--- src/rtl/rx_ring_pkg.sv ---
package rx_ring_pkg;

    localparam int ADDR_W       = 32;
    localparam int DESC_BYTES   = 8;
    localparam int STAT_LEN_W   = 13;
    localparam int STAT_SOF_BIT = 14;
    localparam int STAT_EOF_BIT = 15;

    typedef enum logic [2:0] {
        S_IDLE,
        S_FETCH,
        S_FWAIT,
        S_DATA,
        S_WR,
        S_STAT,
        S_MARK,
        S_DROP
    } rx_state_e;

    function automatic logic [31:0] mk_status(input logic fin, input logic first,
                                              input logic [STAT_LEN_W-1:0] len);
        logic [31:0] s;
        s = '0;
        s[STAT_SOF_BIT] = first;
        if (fin) begin
            s[STAT_EOF_BIT] = 1'b1;
            s[STAT_LEN_W-1:0] = len;
        end
        return s;
    endfunction

endpackage

--- src/rtl/rx_byte_hold.sv ---
module rx_byte_hold #(
    parameter int DW = 8
) (
    input  logic          clk,
    input  logic          rst_n,
    input  logic          capture,
    input  logic [DW-1:0] in_data,
    input  logic          in_eof,
    input  logic          in_err,
    input  logic          consume,
    input  logic          flush,
    output logic          hold_valid,
    output logic [DW-1:0] hold_data,
    output logic          hold_eof,
    output logic          hold_err,
    output logic          ovr
);

    logic busy;

    assign busy = hold_valid && !consume;
    assign ovr  = capture && busy;

    always_ff @(posedge clk or negedge rst_n) begin
        if (!rst_n) begin
            hold_valid <= 1'b0;
            hold_data  <= '0;
            hold_eof   <= 1'b0;
            hold_err   <= 1'b0;
        end else if (flush) begin
            hold_valid <= 1'b0;
        end else if (capture && !busy) begin
            hold_valid <= 1'b1;
            hold_data  <= in_data;
            hold_eof   <= in_eof;
            hold_err   <= in_err;
        end else if (consume) begin
            hold_valid <= 1'b0;
        end
    end

    AST_HOLD_KEEP: assert property (@(posedge clk) disable iff (!rst_n)
        hold_valid && !consume && !flush |=> hold_valid && $stable(hold_data));

endmodule

--- src/rtl/rx_ring_ptr.sv ---
module rx_ring_ptr
    import rx_ring_pkg::*;
(
    input  logic              clk,
    input  logic              rst_n,
    input  logic              rx_enable,
    input  logic              base_wr,
    input  logic [ADDR_W-1:0] base_wdata,
    input  logic              adv,
    input  logic              wrap,
    output logic [ADDR_W-1:0] ptr,
    output logic [ADDR_W-1:0] base
);

    localparam logic [ADDR_W-1:0] STEP  = ADDR_W'(DESC_BYTES);
    localparam logic [ADDR_W-1:0] ALIGN = ~(STEP - 1);

    logic [ADDR_W-1:0] base_q;
    logic [ADDR_W-1:0] ptr_q;

    always_ff @(posedge clk or negedge rst_n) begin
        if (!rst_n) begin
            base_q <= '0;
            ptr_q  <= '0;
        end else if (base_wr && !rx_enable) begin
            base_q <= base_wdata & ALIGN;
            ptr_q  <= base_wdata & ALIGN;
        end else if (adv) begin
            ptr_q <= wrap ? base_q : ptr_q + STEP;
        end
    end

    assign ptr  = ptr_q;
    assign base = base_q;

    AST_BASE_LOCKED: assert property (@(posedge clk) disable iff (!rst_n)
        rx_enable && base_wr |=> $stable(base_q));
    AST_PTR_STEP: assert property (@(posedge clk) disable iff (!rst_n)
        adv && !(base_wr && !rx_enable) |=> (ptr_q == base_q) || (ptr_q == $past(ptr_q) + STEP));
    AST_PTR_QUIET: assert property (@(posedge clk) disable iff (!rst_n)
        !adv && !base_wr |=> $stable(ptr_q));

endmodule

--- src/rtl/rx_ring_mgr.sv ---
module rx_ring_mgr
    import rx_ring_pkg::*;
#(
    parameter int SZ_W      = 8,
    parameter int UNIT_LOG2 = 6,
    parameter int SIZE_RST  = 2,
    parameter int OFF_W     = 2,
    parameter int CNT_W     = 16
) (
    input  logic              clk,
    input  logic              rst_n,
    input  logic              rx_enable,
    input  logic              cfg_base_wr,
    input  logic [31:0]       cfg_base_wdata,
    output logic [31:0]       cfg_base_rdata,
    input  logic              cfg_size_wr,
    input  logic [SZ_W-1:0]   cfg_size_wdata,
    input  logic [OFF_W-1:0]  cfg_offset,
    input  logic              in_valid,
    input  logic [7:0]        in_data,
    input  logic              in_sof,
    input  logic              in_eof,
    input  logic              in_err,
    output logic              mem_req_valid,
    input  logic              mem_req_ready,
    output logic              mem_req_write,
    output logic [31:0]       mem_req_addr,
    output logic [31:0]       mem_req_wdata,
    output logic [3:0]        mem_req_be,
    input  logic              mem_rsp_valid,
    input  logic [31:0]       mem_rsp_rdata,
    output logic              bna_irq,
    output logic              bna_flag,
    output logic [CNT_W-1:0]  res_err_cnt
    ,
    output logic              ovr_irq
);

    localparam int BYTES_W = SZ_W + UNIT_LOG2;
    localparam logic [ADDR_W-1:0] WORD_MASK = ~ADDR_W'(3);

    rx_state_e state_q, state_d;

    logic [SZ_W-1:0]       size_q;
    logic [SZ_W-1:0]       size_eff;
    logic [BYTES_W-1:0]    buf_bytes;
    logic [BYTES_W-1:0]    rem_q;
    logic [ADDR_W-1:0]     buf_q, wa_q;
    logic                  wrap_q, first_q, last_q, abort_q, in_frame_q;
    logic [STAT_LEN_W-1:0] len_q;
    logic [BYTES_W-1:0]    off_b;
    logic [ADDR_W-1:0]     off_a;
    logic [ADDR_W-1:0]     ptr, base;

    logic capture, consume, flush, adv, fetch_ok, fetch_bna, ovr;
    logic hold_valid, hold_eof, hold_err;
    logic [7:0] hold_data;

    // Input framing: track frame boundaries on the wire
    always_ff @(posedge clk or negedge rst_n) begin
        if (!rst_n)
            in_frame_q <= 1'b0;
        else if (in_valid) begin
            if (in_eof)
                in_frame_q <= 1'b0;
            else if (in_sof && rx_enable && !in_frame_q)
                in_frame_q <= 1'b1;
        end
    end

    assign capture = in_valid && (state_q != S_DROP) && (in_frame_q || (in_sof && rx_enable));

    rx_byte_hold #(.DW(8)) hold_i (
        .clk(clk), .rst_n(rst_n), .capture(capture), .in_data(in_data),
        .in_eof(in_eof), .in_err(in_err), .consume(consume), .flush(flush),
        .hold_valid(hold_valid), .hold_data(hold_data), .hold_eof(hold_eof),
        .hold_err(hold_err), .ovr(ovr)
    );

    rx_ring_ptr ptr_i (
        .clk(clk), .rst_n(rst_n), .rx_enable(rx_enable), .base_wr(cfg_base_wr),
        .base_wdata(cfg_base_wdata), .adv(adv), .wrap(wrap_q), .ptr(ptr), .base(base)
    );

    assign cfg_base_rdata = ptr;

    // Buffer size register
    always_ff @(posedge clk or negedge rst_n) begin
        if (!rst_n)
            size_q <= SZ_W'(SIZE_RST);
        else if (cfg_size_wr)
            size_q <= cfg_size_wdata;
    end

    assign size_eff  = (size_q == '0) ? SZ_W'(1) : size_q;
    assign buf_bytes = BYTES_W'(size_eff) << UNIT_LOG2;
    assign off_b     = first_q ? BYTES_W'(cfg_offset) : '0;
    assign off_a     = first_q ? ADDR_W'(cfg_offset) : '0;

    // State register
    always_ff @(posedge clk or negedge rst_n) begin
        if (!rst_n)
            state_q <= S_IDLE;
        else
            state_q <= state_d;
    end

    // Next state and outputs
    always_comb begin
        state_d       = state_q;
        consume       = 1'b0;
        flush         = 1'b0;
        adv           = 1'b0;
        fetch_ok      = 1'b0;
        fetch_bna     = 1'b0;
        mem_req_valid = 1'b0;
        mem_req_write = 1'b0;
        mem_req_addr  = ptr;
        mem_req_wdata = '0;
        mem_req_be    = 4'hF;
        unique case (state_q)
            S_IDLE: begin
                if (hold_valid)
                    state_d = S_FETCH;
            end
            S_FETCH: begin
                mem_req_valid = 1'b1;
                if (mem_req_ready)
                    state_d = S_FWAIT;
            end
            S_FWAIT: begin
                if (mem_rsp_valid) begin
                    if (mem_rsp_rdata[0]) begin
                        fetch_bna = 1'b1;
                        flush     = 1'b1;
                        state_d   = S_DROP;
                    end else begin
                        fetch_ok = 1'b1;
                        state_d  = S_DATA;
                    end
                end
            end
            S_DATA: begin
                if (abort_q || (hold_valid && hold_err)) begin
                    flush   = 1'b1;
                    state_d = S_DROP;
                end else if (hold_valid) begin
                    state_d = (rem_q == '0) ? S_STAT : S_WR;
                end
            end
            S_WR: begin
                mem_req_valid = 1'b1;
                mem_req_write = 1'b1;
                mem_req_addr  = wa_q & WORD_MASK;
                mem_req_wdata = {4{hold_data}};
                mem_req_be    = 4'b0001 << wa_q[1:0];
                if (mem_req_ready) begin
                    consume = 1'b1;
                    state_d = hold_eof ? S_STAT : S_DATA;
                end
            end
            S_STAT: begin
                mem_req_valid = 1'b1;
                mem_req_write = 1'b1;
                mem_req_addr  = ptr + ADDR_W'(4);
                mem_req_wdata = mk_status(last_q, first_q, last_q ? len_q : '0);
                if (mem_req_ready)
                    state_d = S_MARK;
            end
            S_MARK: begin
                mem_req_valid = 1'b1;
                mem_req_write = 1'b1;
                mem_req_wdata = buf_q | {30'd0, wrap_q, 1'b1};
                if (mem_req_ready) begin
                    adv     = 1'b1;
                    state_d = last_q ? S_IDLE : S_FETCH;
                end
            end
            S_DROP: begin
                if (!in_frame_q)
                    state_d = S_IDLE;
            end
        endcase
    end

    // Datapath registers
    always_ff @(posedge clk or negedge rst_n) begin
        if (!rst_n) begin
            buf_q       <= '0;
            wa_q        <= '0;
            wrap_q      <= 1'b0;
            rem_q       <= '0;
            len_q       <= '0;
            first_q     <= 1'b0;
            last_q      <= 1'b0;
            abort_q     <= 1'b0;
            bna_irq     <= 1'b0;
            bna_flag    <= 1'b0;
            res_err_cnt <= '0;
            ovr_irq     <= 1'b0;
        end else begin
            bna_irq <= fetch_bna;
            ovr_irq <= ovr;
            if (flush)
                abort_q <= 1'b0;
            else if (ovr)
                abort_q <= 1'b1;
            if (state_q == S_IDLE && hold_valid) begin
                first_q <= 1'b1;
                last_q  <= 1'b0;
                len_q   <= '0;
            end
            if (fetch_ok) begin
                buf_q    <= mem_rsp_rdata & WORD_MASK;
                wrap_q   <= mem_rsp_rdata[1];
                wa_q     <= (mem_rsp_rdata & WORD_MASK) + off_a;
                rem_q    <= buf_bytes - off_b;
                bna_flag <= 1'b0;
            end
            if (fetch_bna) begin
                bna_flag    <= 1'b1;
                res_err_cnt <= res_err_cnt + 1'b1;
            end
            if (consume) begin
                wa_q   <= wa_q + 1'b1;
                rem_q  <= rem_q - 1'b1;
                len_q  <= len_q + 1'b1;
                last_q <= hold_eof;
            end
            if (adv)
                first_q <= 1'b0;
        end
    end

    AST_REQ_HOLD: assert property (@(posedge clk) disable iff (!rst_n)
        mem_req_valid && !mem_req_ready |=> mem_req_valid && $stable(mem_req_addr) && $stable(mem_req_write));
    AST_MARK_AFTER_STAT: assert property (@(posedge clk) disable iff (!rst_n)
        $rose(state_q == S_MARK) |-> $past(state_q) == S_STAT);
    AST_BNA_PTR_HOLD: assert property (@(posedge clk) disable iff (!rst_n)
        bna_irq |=> $stable(cfg_base_rdata));
    AST_WR_IN_BUF: assert property (@(posedge clk) disable iff (!rst_n)
        state_q == S_WR |-> rem_q != '0);

endmodule

--- config.mk ---
export PLATFORM = sky130hd
export DESIGN_NAME = rx_ring_mgr
export DESIGN_NICKNAME = d
export VERILOG_FILES = /design/src/rtl/rx_ring_pkg.sv /design/src/rtl/rx_byte_hold.sv /design/src/rtl/rx_ring_ptr.sv /design/src/rtl/rx_ring_mgr.sv
export SDC_FILE = /design/constraint.sdc
export NUM_CORES = 1
export LEC_CHECK = 0
export BUFFER_PORTS_ARGS = -buffer_cell sky130_fd_sc_hd__buf_2
export CORE_MARGIN = 2
export CORE_UTILIZATION = 30
export DETAILED_ROUTE_END_ITERATION = 8
export MAX_ROUTING_LAYER = met4
export PLACE_DENSITY_LB_ADDON = 0.25
export SKIP_LAST_GASP = 1
export SYNTH_ARGS = -nofsm -noshare
export SYNTH_HDL_FRONTEND = slang
export SYNTH_SLANG_ARGS = --single-unit
--- constraint.sdc ---
create_clock -name clk -period 3.8 [get_ports clk]
set_input_delay 0.76 -clock clk [delete_from_list [all_inputs] [get_ports clk]]
set_output_delay 0.76 -clock clk [all_outputs]
set_load 0.02 [all_outputs]
==> After elaboration in Yosys (flattened, before gate mapping) <==
Cells that the tools add are included.
{ "word_totals": {"ram_bits": 0, "register_bits": 196, "latch_bits": 0, "mem_bits_ro": 0, "input_bits": 93, "memories": 0} }
{ "op_classes": {"div_mod_pow": 0, "bitwise": 2, "add_sub_neg": 8, "reduce_logical": 32, "n_mul": 0, "n_mux": 57, "n_lt_le_gt_ge": 0, "n_eq_ne": 16, "n_shift": 1} }
{ "op_table": {"columns": ["operator", "n"], "rows": [
  ["$mux 32", 5],
  ["$pmux 32 s3", 1],
  ["$pmux 32 s2", 1],
  ["$mux 13", 3],
  ["$mux 3", 11],
  ["$add 32x1->32 const B", 1],
  ["$add 32x2->32", 1],
  ["$add 32x3->32 const B", 1],
  ["$add 32x4->32 const B", 1],
  ["$or 32x2->32", 1],
  ["$mux 1", 28],
  ["$mux 14", 2],
  ["$pmux 3 s8", 1],
  ["$add 16x1->16 const B", 1],
  ["$logic_not 14->1", 1],
  ["$reduce_bool 2->1", 7],
  ["$sub 14x1->14 const B", 1],
  ["$sub 14x2->14", 1],
  ["$add 13x1->13 const B", 1],
  ["$eq 3x3->1 const B", 4],
  ["$ne 2x2->1 const B", 6],
  ["$logic_and 1x1->1", 10],
  ["$logic_not 8->1", 1],
  ["$mux 8", 1],
  ["other kinds (18)", 25]
]} }

==> Logic depth before layout (Yosys ltp) <==
Gate-level depths: netlist of run 1.
{ "logic_depth": {"depth_word": 8, "depth_mapped": 8, "depth_no_buf": 7} }

==> Hierarchy <==
A second synthesis of run 1 with hierarchy kept.
{ "unflattened": {"cells_unflattened": 1345, "hier_area_um2": 11422.2} }
{ "by_module_without_submodules": {"columns": ["mod", "cells_each", "seq_area_each_um2", "area_per_inst_um2", "instances"], "rows": [
  ["rx_ring_mgr", 942, 3104.2, 7759.9, 1],
  ["rx_ring_ptr", 376, 1451.4, 3221.8, 1],
  ["rx_byte_hold", 27, 275.3, 440.4, 1]
]} }

==> Worst setup path after synthesis of run 1 <==
Ideal clock, no wire load.
{ "synth_path": {"kind": "flip-flop to output port", "startpoint": "reg state_q[0]", "endpoint": "out mem_req_addr[15]", "path_stages_with_launch": 5, "path_slack_ns": 1.229, "n_path_buf": 2, "t_required_ns": 3.040, "arrival_ns": 1.811, "cell_sequence": "dfrtp_1 clkbuf_1 nor3_2 clkbuf_1 mux2_2"} }
{ "synth_between": {"elab_chain_len": 2, "word_cells_on_any_way": 3} }
{ "synth_rtl": {"columns": ["element", "line", "rtl"], "rows": [
  ["start, declared", "rx_ring_mgr.sv:42", "rx_state_e state_q, state_d;"],
  ["start signal, assigned", "rx_ring_mgr.sv:105", "state_q <= state_d;"],
  ["$eq 3x3->1", "rx_ring_mgr.sv:121", "unique case (state_q)"],
  ["$pmux 32 s2 (*)", "rx_ring_mgr.sv:121", null],
  ["end, declared", "rx_ring_mgr.sv:27", "output logic [31:0] mem_req_addr,"]
]} }
Mark *: on every way between the ends. The rest lies on a longest branch, timed or not.

==> Worst setup path after layout of run 1 <==
{ "layout_path": {"startpoint": "reg state_q[2]", "endpoint": "out mem_req_wdata[5]"} }
{ "layout_between": {"elab_chain_len": 2, "word_cells_on_any_way": 4} }
{ "layout_rtl": {"columns": ["element", "line", "rtl"], "rows": [
  ["$eq 3x3->1", "rx_ring_mgr.sv:121", null],
  ["$pmux 32 s3 (*)", "rx_ring_mgr.sv:121", null],
  ["end, declared", "rx_ring_mgr.sv:28", "output logic [31:0] mem_req_wdata,"]
]} }
Marks and branches as above.

==> results.json, run 1 <==
{
  "crit_path_start_kind": "register",
  "max-cap-violations": 0,
  "cts-root-to-sink-buffers": 2,
  "io_pins": 214,
  "worst_setup_path_end_kind": "output port",
  "net-switching-power_w": 0.00388,
  "worstMarginPinSlew_ns": 0.862,
  "cell_internal_pwr_w": 0.00497,
  "floorplan.initialDensity_pct": 30.4,
  "globalRouteMet2Util_pct": 28.6,
  "finalSetupViolations": 0,
  "worst_path_max_delay_cell": "sky130_fd_sc_hd__dfrtp_1",
  "most-common-layout-cells": "sky130_fd_sc_hd__nand2_1 (305), sky130_fd_sc_hd__buf_2 (204), sky130_fd_sc_hd__dfrtp_1 (192), sky130_fd_sc_hd__nand3_1 (62)",
  "critPathKind": "register to output port",
  "dp_hpwl_um": 25600,
  "die_x_um": 191,
  "cp_slowest_stage_delay_ns": 0.72,
  "wl_um": 35100,
  "placed_cell_areas_um2": 12000,
  "signed_area_change_from_the_synthesized_netlist_to_the_final_layout_pct": 20.4,
  "holdBufCountCts": 0,
  "drt_via_density": 5.28,
  "detail_route.wl_per_cell_um": 19.1,
  "path_cells": "inv_2 > nor2_1 > and3_1 > a22oi_1 > nand2_1 > buf_2",
  "grt_antenna_before_repair": 2,
  "root_buffer": "sky130_fd_sc_hd__clkbuf_16",
  "r2r_cells": 7,
  "rsz0062_at_grt": "false",
  "maximum_number_of_pins_on_one_net_before_global_route_repair": 94,
  "startpoint": "state_q[2]$_DFFE_PN0P_",
  "hold_path_class": "input port to asynchronous set/reset pin",
  "post_cts_buffers": 0,
  "rrSetupSlack_ns": 1.07,
  "worst-path-max-fanout": 19,
  "clk_transition_reported_paths_ns": 0.07,
  "synth_sequential_area_ratio_pct": 46.1,
  "rr_startpoint": "state_q[0]$_DFFE_PN0P_",
  "globalRouteMet3Util_pct": 3.94,
  "skew_ns": 0.0160,
  "antenna_violating_nets_post_route": 0,
  "power.static_leakage_nw": 5.98,
  "fin_nets": 1469,
  "grt_use_met1_pct": 28.4,
  "grt_pass1_wl_um": 53900,
  "avgSynthCellArea_um2": 8.83,
  "critical_path.reg2reg.endpoint": "hold_i.hold_data[3]$_DFFE_PN0P_",
  "netlist_instances": 1186,
  "post_synth_num_cell_types": 70,
  "final-hold-violation-count": 0,
  "clock_sinks": 193,
  "die_h_um": 191,
  "relative_contribution_of_the_clock_network_to_total_power_pct": 20.6,
  "arrival_ns": 2.65,
  "place.port_buffers": 205,
  "run_status": "complete, no violations",
  "globalRoute.totalOverflow": 0,
  "cts_resized": 0,
  "synth_flop_cell": "sky130_fd_sc_hd__dfrtp_1",
  "layout_commonest_cell": "sky130_fd_sc_hd__nand2_1",
  "period_needed_ns": 3.41,
  "max_freq_ghz": 0.293,
  "async_set_or_reset_flop_fraction_in_the_synthesized_netlist_pct": 100,
  "final-max-slew-violation-count": 0,
  "drc": 0,
  "switching_share_pct": 43.8,
  "tritoncts": "done",
  "worst_slew_margin_rel_pct": 42.3,
  "ys_ff_latch": 193,
  "yosys.area.top_type": "sky130_fd_sc_hd__dfrtp_1",
  "std_cell_rows": 68,
  "synth-edff-count": 0,
  "post_synth_instance_area_um2": 10500,
  "floorplan.die_area_um2": 36400,
  "core_region_area_um2": 34500,
  "worstPathRequired_ns": 3.04,
  "most_crowded_layer_after_global_routing": "met2",
  "share_seq_of_total_power_pct": 41.5,
  "dr_total_vias": 9679,
  "fraction_of_layout_cells_with_a_size_suffix_above_1_pct": 24.1,
  "synth_top_area_share_pct": 45.9,
  "detail_route.iter0.violations": 735,
  "yosysWarningCount": 0,
  "globalRouteTotalUtil_pct": 20.0,
  "fin_setup_tns_ns": 0,
  "pwr_density_cell_nw_per_um2": 702,
  "dr_pass1_iterations": 5,
  "insertion_delay_ns": 0.45,
  "ys_top_cells_by_area": "sky130_fd_sc_hd__dfrtp_1 (46%), sky130_fd_sc_hd__nand2_1 (11%), sky130_fd_sc_hd__mux2_2 (5.2%)",
  "peakVddDrop_uv": 376,
  "ctsHtreeMaxLevel": 4,
  "layout.cell_area.non_filler_um2": 12600,
  "grt_pass1_vias": 9087,
  "cts_inserted_buffers": 17,
  "place_congestion": 0.853,
  "layout_worst_path_cycle_share_pct": 89.8,
  "power_frac_comb_pct": 37.9
}
## per-stage QoR
step	utilization [%]	hold slack, ns	cells	worst slack (ns)	power [W]
finish	36.6	0.406	1833	0.387	0.00885
CTS	36.6	0.417	1831	0.441	0.00889
global route	36.6	0.471	1833	0.252	0.00945
floorplan	-	0.438	1190	1.23	0.00570
detailed placement	34.9	0.455	1801	0.922	0.00704
global placement	34.9	0.450	1801	0.975	0.00699
## state kept, by name, summed over array words and instances, names as in the netlist
signal	count
abort_q	1
state_q	3
ptr_i.base	29
size_q	8
wrap_q	1
ptr_i.ptr	29
hold_i.hold_valid	1
wa_q	32
hold_i.hold_data	8
buf_q	30
in_frame_q	1
res_err_cnt	16
ovr_irq	1
rem_q	14
bna_flag	1
len_q	13
hold_i.hold_eof	1
bna_irq	1
first_q	1
last_q	1
hold_i.hold_err	1
## cell type report
cell class	count	area, µm²
sequential	193	4830
clock buffer	18	439
fill	3589	21900
multi-input combinational	899	5290
tap	455	569
antenna	2	5.00
timing repair buffer	227	1240
clock inverter	12	130
inverter	27	101
## power by group through the flow
stage | combinational [W] | clock, W | sequential, W
3_3_place_gp | 0.00331 | 0 | 0.00368
6_report | 0.00335 | 0.00182 | 0.00368
4_1_cts | 0.00337 | 0.00186 | 0.00366
5_1_grt | 0.00371 | 0.00194 | 0.00380
2_1_floorplan | 0.00231 | 0 | 0.00339
3_5_place_dp | 0.00335 | 0 | 0.00369
## layer usage
metal / share of wire (%) / routed length, µm
met3: 6.9 / 2430
met2: 43 / 15200
met5: 0 / 0
met1: 48 / 16800
met4: 1.8 / 631
## Yosys cell counts, types with 11 or more instances
master	number
sky130_fd_sc_hd__a22oi_1	11
sky130_fd_sc_hd__o211ai_1	20
sky130_fd_sc_hd__xnor2_1	18
sky130_fd_sc_hd__and3_1	25
sky130_fd_sc_hd__nor2_1	59
sky130_fd_sc_hd__nand3_1	62
sky130_fd_sc_hd__o221ai_1	16
sky130_fd_sc_hd__dfrtp_1	192
sky130_fd_sc_hd__a31oi_1	11
sky130_fd_sc_hd__mux2_2	48
sky130_fd_sc_hd__clkbuf_1	46
sky130_fd_sc_hd__or3_1	12
sky130_fd_sc_hd__mux2i_1	13
sky130_fd_sc_hd__o21ai_0	58
sky130_fd_sc_hd__ha_1	11
sky130_fd_sc_hd__nand4_1	20
sky130_fd_sc_hd__nor3_1	25
sky130_fd_sc_hd__nand2_1	306
sky130_fd_sc_hd__a21oi_1	38
sky130_fd_sc_hd__inv_1	26
sky130_fd_sc_hd__xor2_1	12
sky130_fd_sc_hd__nor4_1	12
## logic make-up (layout without fill, tap and decap cells)
kind of cell             after synthesis  count (layout)  synth area share, %
AO/OA/AOI/OAI                        227             227                 14.6
other                                  1               7               0.0358
multiplexers                          61              61                 6.41
buffers and inverters                 98             284                 3.87
flip-flops                           193             193                 46.1
AND/OR/NAND/NOR                      565             565                 25.1
adder cells (fa/ha/maj)               11              11                 1.31
XOR/XNOR                              30              30                 2.51
## worst max-delay path: cells and delay by family (launching register included)
kind            cells  cell delay, ns
flops               1            0.72
compound gates      1            0.20
simple gates        3            0.90
buf+inv             2            0.38
## worst max path at each step
stage                             to  slack (ns)  cells past startpoint
floorplan           mem_req_addr[15]        1.23                      4
global route        mem_req_wdata[5]        0.25                      6
finish              mem_req_wdata[5]        0.39                      6
CTS                 mem_req_wdata[5]        0.44                      6
global placement    mem_req_wdata[5]        0.97                      6
detailed placement  mem_req_wdata[5]        0.92                      6
Note: power is estimated with default switching activity, not from simulation.
==> inputs of run 2 (changes only) <==
==> constraint.sdc (replaced) <==
create_clock -name clk -period 3.8 [get_ports clk]
set_input_delay 0.19 -clock clk [delete_from_list [all_inputs] [get_ports clk]]
set_output_delay 0.19 -clock clk [all_outputs]
set_load 0.02 [all_outputs]
==> run 2 against run 1 <==
Die area unchanged. Clock skew down 0.0039 ns. First-iteration DRC count is 14% higher. Clock-buffer cell count is the same. Total power rose by 1.3%. Critical endpoint is now mem_req_addr[6]. Largest power group unchanged.
==> results.json, run 2 (synthesis gave the netlist of run 1 again) <==
{
  "run_status": "complete, no violations",
  "worst_slew_margin_rel_pct": 48.4,
  "clock_sinks": 193,
  "flip_flop_count_of_the_largest_register_after_layout": 32,
  "floorplan.die_area_um2": 36400,
  "number_of_filler_instances_in_the_final_layout": 3560,
  "wl_um": 35100,
  "worstPathRequired_ns": 3.61,
  "layout_worst_path_cycle_share_pct": 81.2,
  "signed_area_change_from_the_synthesized_netlist_to_the_final_layout_pct": 26.8,
  "layout_commonest_cell": "sky130_fd_sc_hd__nand2_1",
  "arrival_ns": 2.89,
  "grt_pass1_wl_um": 54900,
  "worst_path_most_repeated_cell": "sky130_fd_sc_hd__buf_4",
  "place_congestion": 0.854,
  "fin_ws_ns": 0.716,
  "fin_setup_tns_ns": 0,
  "fin_nets": 1535,
  "critPathKind": "register to output port",
  "timing.critical_path.buf_inv": 4,
  "insertion_delay_ns": 0.45,
  "period_needed_ns": 3.08,
  "cp_slowest_stage_delay_ns": 0.73,
  "critPathTopFamily": "buffers and inverters",
  "worst-path-max-fanout": 24,
  "rsz0062_at_grt": "false",
  "grt_pass1_vias": 9471,
  "ctsHtreeMaxLevel": 4,
  "largestRegisters": "wa_q x32, buf_q x30",
  "tritoncts": "done",
  "worstMarginPinSlew_ns": 0.771,
  "hold_path_class": "input port to register",
  "holdBufCountCts": 64,
  "drc": 0,
  "die_h_um": 191,
  "area.sequential_um2": 4830,
  "dr_total_vias": 9828,
  "std_cell_rows": 68,
  "place_ws_ns": 1.16,
  "pwr_density_cell_nw_per_um2": 675,
  "registers.top_by_ff_count": "wa_q",
  "totalPowerFinal_w": 0.00896,
  "dp_hpwl_um": 25800,
  "core_region_area_um2": 34500,
  "place.port_buffers": 205,
  "detail_route.iter0.violations": 838,
  "fraction_of_layout_cells_with_a_size_suffix_above_1_pct": 23.2,
  "worst_path_max_delay_cell": "sky130_fd_sc_hd__dfrtp_1",
  "max_freq_ghz": 0.324,
  "floorplan.initialDensity_pct": 30.4,
  "dr_pass1_iterations": 5,
  "grt_antenna_before_repair": 2,
  "final-hold-violation-count": 0,
  "most-common-layout-cells": "sky130_fd_sc_hd__nand2_1 (305), sky130_fd_sc_hd__buf_2 (204), sky130_fd_sc_hd__dfrtp_1 (192), sky130_fd_sc_hd__dlygate4sd3_1 (65), sky130_fd_sc_hd__nand3_1 (62)",
  "post_cts_buffers": 0,
  "crit_path_start_kind": "register",
  "drt_via_density": 5.17,
  "antenna_violating_nets_post_route": 0,
  "cts-root-to-sink-buffers": 2,
  "root_buffer": "sky130_fd_sc_hd__clkbuf_16",
  "peakVddDrop_uv": 353,
  "detail_route.wl_per_cell_um": 18.5,
  "final-max-slew-violation-count": 0,
  "clk_transition_reported_paths_ns": 0.08,
  "cts_inserted_buffers": 17,
  "path_cells": "inv_2 > nor3_4 > buf_4 > buf_4 > mux2_2 > buf_2",
  "io_pins": 214,
  "die_x_um": 191,
  "globalRouteTotalUtil_pct": 20.0,
  "globalRoute.totalOverflow": 0,
  "worst_setup_path_end_kind": "output port",
  "multiInputGateArea_um2": 5290,
  "maximum_number_of_pins_on_one_net_before_global_route_repair": 86,
  "skew_ns": 0.0121,
  "cts_resized": 0,
  "power.static_leakage_nw": 6.27,
  "finalSetupViolations": 0,
  "max-cap-violations": 0
}
[run 2: where the power goes]
group	leakage [nW]	total, W	switching (W)	internal [W]
sequential	2.39	0.00362	0.000900	0.00272
combinational	3.58	0.00345	0.00210	0.00135
clock	0.296	0.00189	0.000924	0.000964
total	6.27	0.00896	0.00392	0.00504
[run 2: final timing paths]
path                                        startpoint  cells after the start  slack, ns                           to
setup reg to reg                state_q[2]$_DFFE_PN0P_                      5       1.15         wa_q[31]$_DFFE_PN0P_
max in group asynchronous                        rst_n                      3       2.59    ptr_i.ptr[30]$_DFFE_PN0P_
min in group asynchronous                        rst_n                      2       0.36         rem_q[8]$_DFFE_PN0P_
setup / recovery                state_q[2]$_DFFE_PN0P_                      6       0.72              mem_req_addr[6]
hold reg to reg            res_err_cnt[15]$_DFFE_PN0P_                      1       0.47  res_err_cnt[15]$_DFFE_PN0P_
hold / removal                       mem_rsp_rdata[17]                      3       0.03        buf_q[17]$_DFFE_PN0P_
[run 2: layout make-up]
cell class / count / area share, %
clock inverter: 14 / 1.24
tap: 455 / 4.29
sequential: 193 / 36.4
antenna: 2 / 0.0377
multi-input combinational: 899 / 39.9
inverter: 27 / 0.764
timing repair buffer: 293 / 14.1
clock buffer: 18 / 3.31
[run 2: per-layer routing]
metal  wire [µm]  GRT usage [%]  vias to the layer above
met5           0              -                        -
met4         450           4.68                        0
met3        2350           3.24                       27
met2       15400           29.3                      351
met1       16900           28.9                     4743
li1            -              -                     4707
[run 2: metrics by stage]
stage          utilization (%)  area, µm²  hold WS (ns)  std cells
6_report                  38.5      13300        0.0265       1901
5_1_grt                   38.5      13300       0.00786       1901
4_1_cts                   38.5      13300       0.00112       1898
3_5_place_dp              34.9      12000         0.323       1802
3_3_place_gp              34.9      12000         0.324       1802
2_1_floorplan                -      10500        -0.106       1190
[run 2: worst register-to-register path, stage by stage (launching register included)]
cell	delay, ns
sky130_fd_sc_hd__dfrtp_1	0.73
sky130_fd_sc_hd__nand4bb_1	0.40
sky130_fd_sc_hd__nor4_2	0.77
sky130_fd_sc_hd__nand4_1	0.18
sky130_fd_sc_hd__mux2_2	0.30
sky130_fd_sc_hd__nor3_1	0.18
==> inputs of run 3 (changes only) <==
==> constraint.sdc (replaced) <==
create_clock -name clk -period 2.9 [get_ports clk]
set_input_delay 0.145 -clock clk [delete_from_list [all_inputs] [get_ports clk]]
set_output_delay 0.145 -clock clk [all_outputs]
set_load 0.02 [all_outputs]
==> run 3 against run 2 <==
Die area unchanged. Register-to-register slack got worse by 0.76 ns. Largest power group unchanged. Total power increased by 31%.
==> results.json, run 3 (synthesis gave the netlist of run 1 again) <==
{
  "run_status": "complete, no violations",
  "pwr_density_cell_nw_per_um2": 868,
  "detail_route.wl_per_cell_um": 18.5,
  "worst-path-max-fanout": 14,
  "final-hold-violation-count": 0,
  "maximum_number_of_pins_on_one_net_before_global_route_repair": 79,
  "die_h_um": 191,
  "globalRoute.totalOverflow": 0,
  "critPathKind": "register to output port",
  "grt_antenna_before_repair": 1,
  "root_buffer": "sky130_fd_sc_hd__clkbuf_16",
  "die_x_um": 191,
  "wl_um": 35700,
  "grt_pass1_vias": 9391,
  "registers.top_by_ff_count": "wa_q",
  "dr_pass1_iterations": 5,
  "dp_hpwl_um": 26200,
  "layout_worst_path_cycle_share_pct": 94.1,
  "period_needed_ns": 2.73,
  "dr_total_vias": 9983,
  "fin_ws_ns": 0.170,
  "critPathTopFamily": "simple AND/OR/NAND/NOR gates",
  "cts_resized": 0,
  "worst_slew_margin_rel_pct": 50.5,
  "layout_commonest_cell": "sky130_fd_sc_hd__nand2_1",
  "antenna_violating_nets_post_route": 0,
  "placed_cells": 1813,
  "std_cell_rows": 68,
  "floorplan.initialDensity_pct": 30.4,
  "flip_flop_count_of_the_largest_register_after_layout": 32,
  "skew_ns": 0.0179,
  "core_region_area_um2": 34500,
  "largestRegisters": "wa_q x32, buf_q x30",
  "totalPowerFinal_w": 0.0118,
  "detail_route.iter0.violations": 712,
  "worstMarginPinSlew_ns": 0.743,
  "worst_setup_path_end_kind": "output port",
  "rsz0062_at_grt": "false",
  "fin_nets": 1562,
  "path_cells": "inv_2 > nor2_1 > and3_1 > a22oi_1 > nand2_1 > buf_2",
  "place.port_buffers": 205,
  "clk_transition_reported_paths_ns": 0.08,
  "peakVddDrop_uv": 547,
  "fin_setup_tns_ns": 0,
  "max-cap-violations": 0,
  "drc": 0,
  "arrival_ns": 2.59,
  "cts-root-to-sink-buffers": 2,
  "tritoncts": "done",
  "power.static_leakage_nw": 6.40,
  "cts_inserted_buffers": 17,
  "critical_path_stages": 6,
  "drt_via_density": 5.18,
  "max_freq_ghz": 0.366,
  "hold_path_class": "input port to register",
  "cp_slowest_stage_delay_ns": 0.65,
  "worst_path_max_delay_cell": "sky130_fd_sc_hd__dfrtp_1",
  "place_ws_ns": 0.399,
  "grt_pass1_wl_um": 54800,
  "globalRouteTotalUtil_pct": 20.3,
  "ctsHtreeMaxLevel": 4,
  "io_pins": 214,
  "instances_no_fill": 1927,
  "insertion_delay_ns": 0.46,
  "most-common-layout-cells": "sky130_fd_sc_hd__nand2_1 (305), sky130_fd_sc_hd__buf_2 (204), sky130_fd_sc_hd__dfrtp_1 (192), sky130_fd_sc_hd__dlygate4sd3_1 (81), sky130_fd_sc_hd__nand3_1 (62)",
  "signed_area_change_from_the_synthesized_netlist_to_the_final_layout_pct": 29.3,
  "place_congestion": 0.872,
  "worstPathRequired_ns": 2.76,
  "floorplan.die_area_um2": 36400,
  "fraction_of_layout_cells_with_a_size_suffix_above_1_pct": 23.5,
  "r2r_cells": 7,
  "timing.critical_path.buf_inv": 2,
  "final-max-slew-violation-count": 0,
  "crit_path_start_kind": "register",
  "clock_sinks": 193,
  "final_util_pct": 39.3,
  "finalSetupViolations": 0,
  "worst_hold_path.num_cells": 3
}
run 3: cell types whose count changed in the layout (fill, tap and decap cells not counted), moves of 2 or more:
cell,change
sky130_fd_sc_hd__clkinv_8,+3
sky130_fd_sc_hd__clkinv_4,-2
sky130_fd_sc_hd__inv_8,-3
sky130_fd_sc_hd__buf_12,+3
sky130_fd_sc_hd__inv_6,+4
sky130_fd_sc_hd__dlygate4sd3_1,+16
sky130_fd_sc_hd__buf_4,+8
run 3: per-stage QoR:
| stage | area, µm² | hold WS, ns |
|---|---|---|
| floorplan | 10500 | -0.151 |
| global placement | 12100 | 0.245 |
| detailed placement | 12100 | 0.250 |
| CTS | 13500 | 0.000905 |
| global route | 13500 | 0.0288 |
| finish | 13500 | 0.0433 |
run 3: cell type report:
| class | instances | area [µm²] |
|---|---|---|
| inverter | 27 | 101 |
| clock buffer | 18 | 429 |
| antenna | 1 | 2.50 |
| tap | 455 | 569 |
| fill | 3492 | 20900 |
| clock inverter | 14 | 160 |
| multi-input combinational | 899 | 5290 |
| timing repair buffer | 320 | 2150 |
| sequential | 193 | 4830 |
run 3: worst register-to-register path, stage by stage (launching register included):
cell and delay [ns]:
sky130_fd_sc_hd__dfrtp_1 0.51, sky130_fd_sc_hd__buf_4 0.31, sky130_fd_sc_hd__and4bb_2 0.31, sky130_fd_sc_hd__nand2_1 0.15, sky130_fd_sc_hd__inv_1 0.14, sky130_fd_sc_hd__nor2_1 0.21
sky130_fd_sc_hd__nand4_2 0.35, sky130_fd_sc_hd__mux2_2 0.39
run 3: routing by layer:
layer | routed length (µm) | vias to the layer above | global-route usage [%]
met5 | 0 | - | -
met4 | 632 | 0 | 5.66
met3 | 2330 | 30 | 3.59
met2 | 15400 | 372 | 29.3
met1 | 17300 | 4815 | 29.0
li1 | - | 4766 | -
run 3: repair_timing:
action                    4_1_cts  5_1_grt
hold endpoints to repair      185        0
buffers inserted                0        0
hold buffers                   81        0
run 3: final timing paths:
path / end / slack [ns] / startpoint
worst min register to register: ptr_i.base[29]$_DFFE_PN0P_ / 0.47 / ptr_i.base[29]$_DFFE_PN0P_
worst max-delay path: mem_req_wdata[5] / 0.17 / state_q[2]$_DFFE_PN0P_
worst min-delay path: buf_q[11]$_DFFE_PN0P_ / 0.04 / mem_rsp_rdata[11]
max in group asynchronous: rem_q[6]$_DFFE_PN0P_ / 1.69 / rst_n
worst max register to register: hold_i.hold_data[5]$_DFFE_PN0P_ / 0.39 / state_q[0]$_DFFE_PN0P_
min in group asynchronous: size_q[4]$_DFFE_PN0P_ / 0.31 / rst_n
run 3: where the power goes:
part           leakage [nW]  internal, W  switching, W  total [W]
logic                  3.71      0.00184       0.00280    0.00463
clock network         0.288      0.00117       0.00123    0.00240
registers              2.39      0.00357       0.00116    0.00472
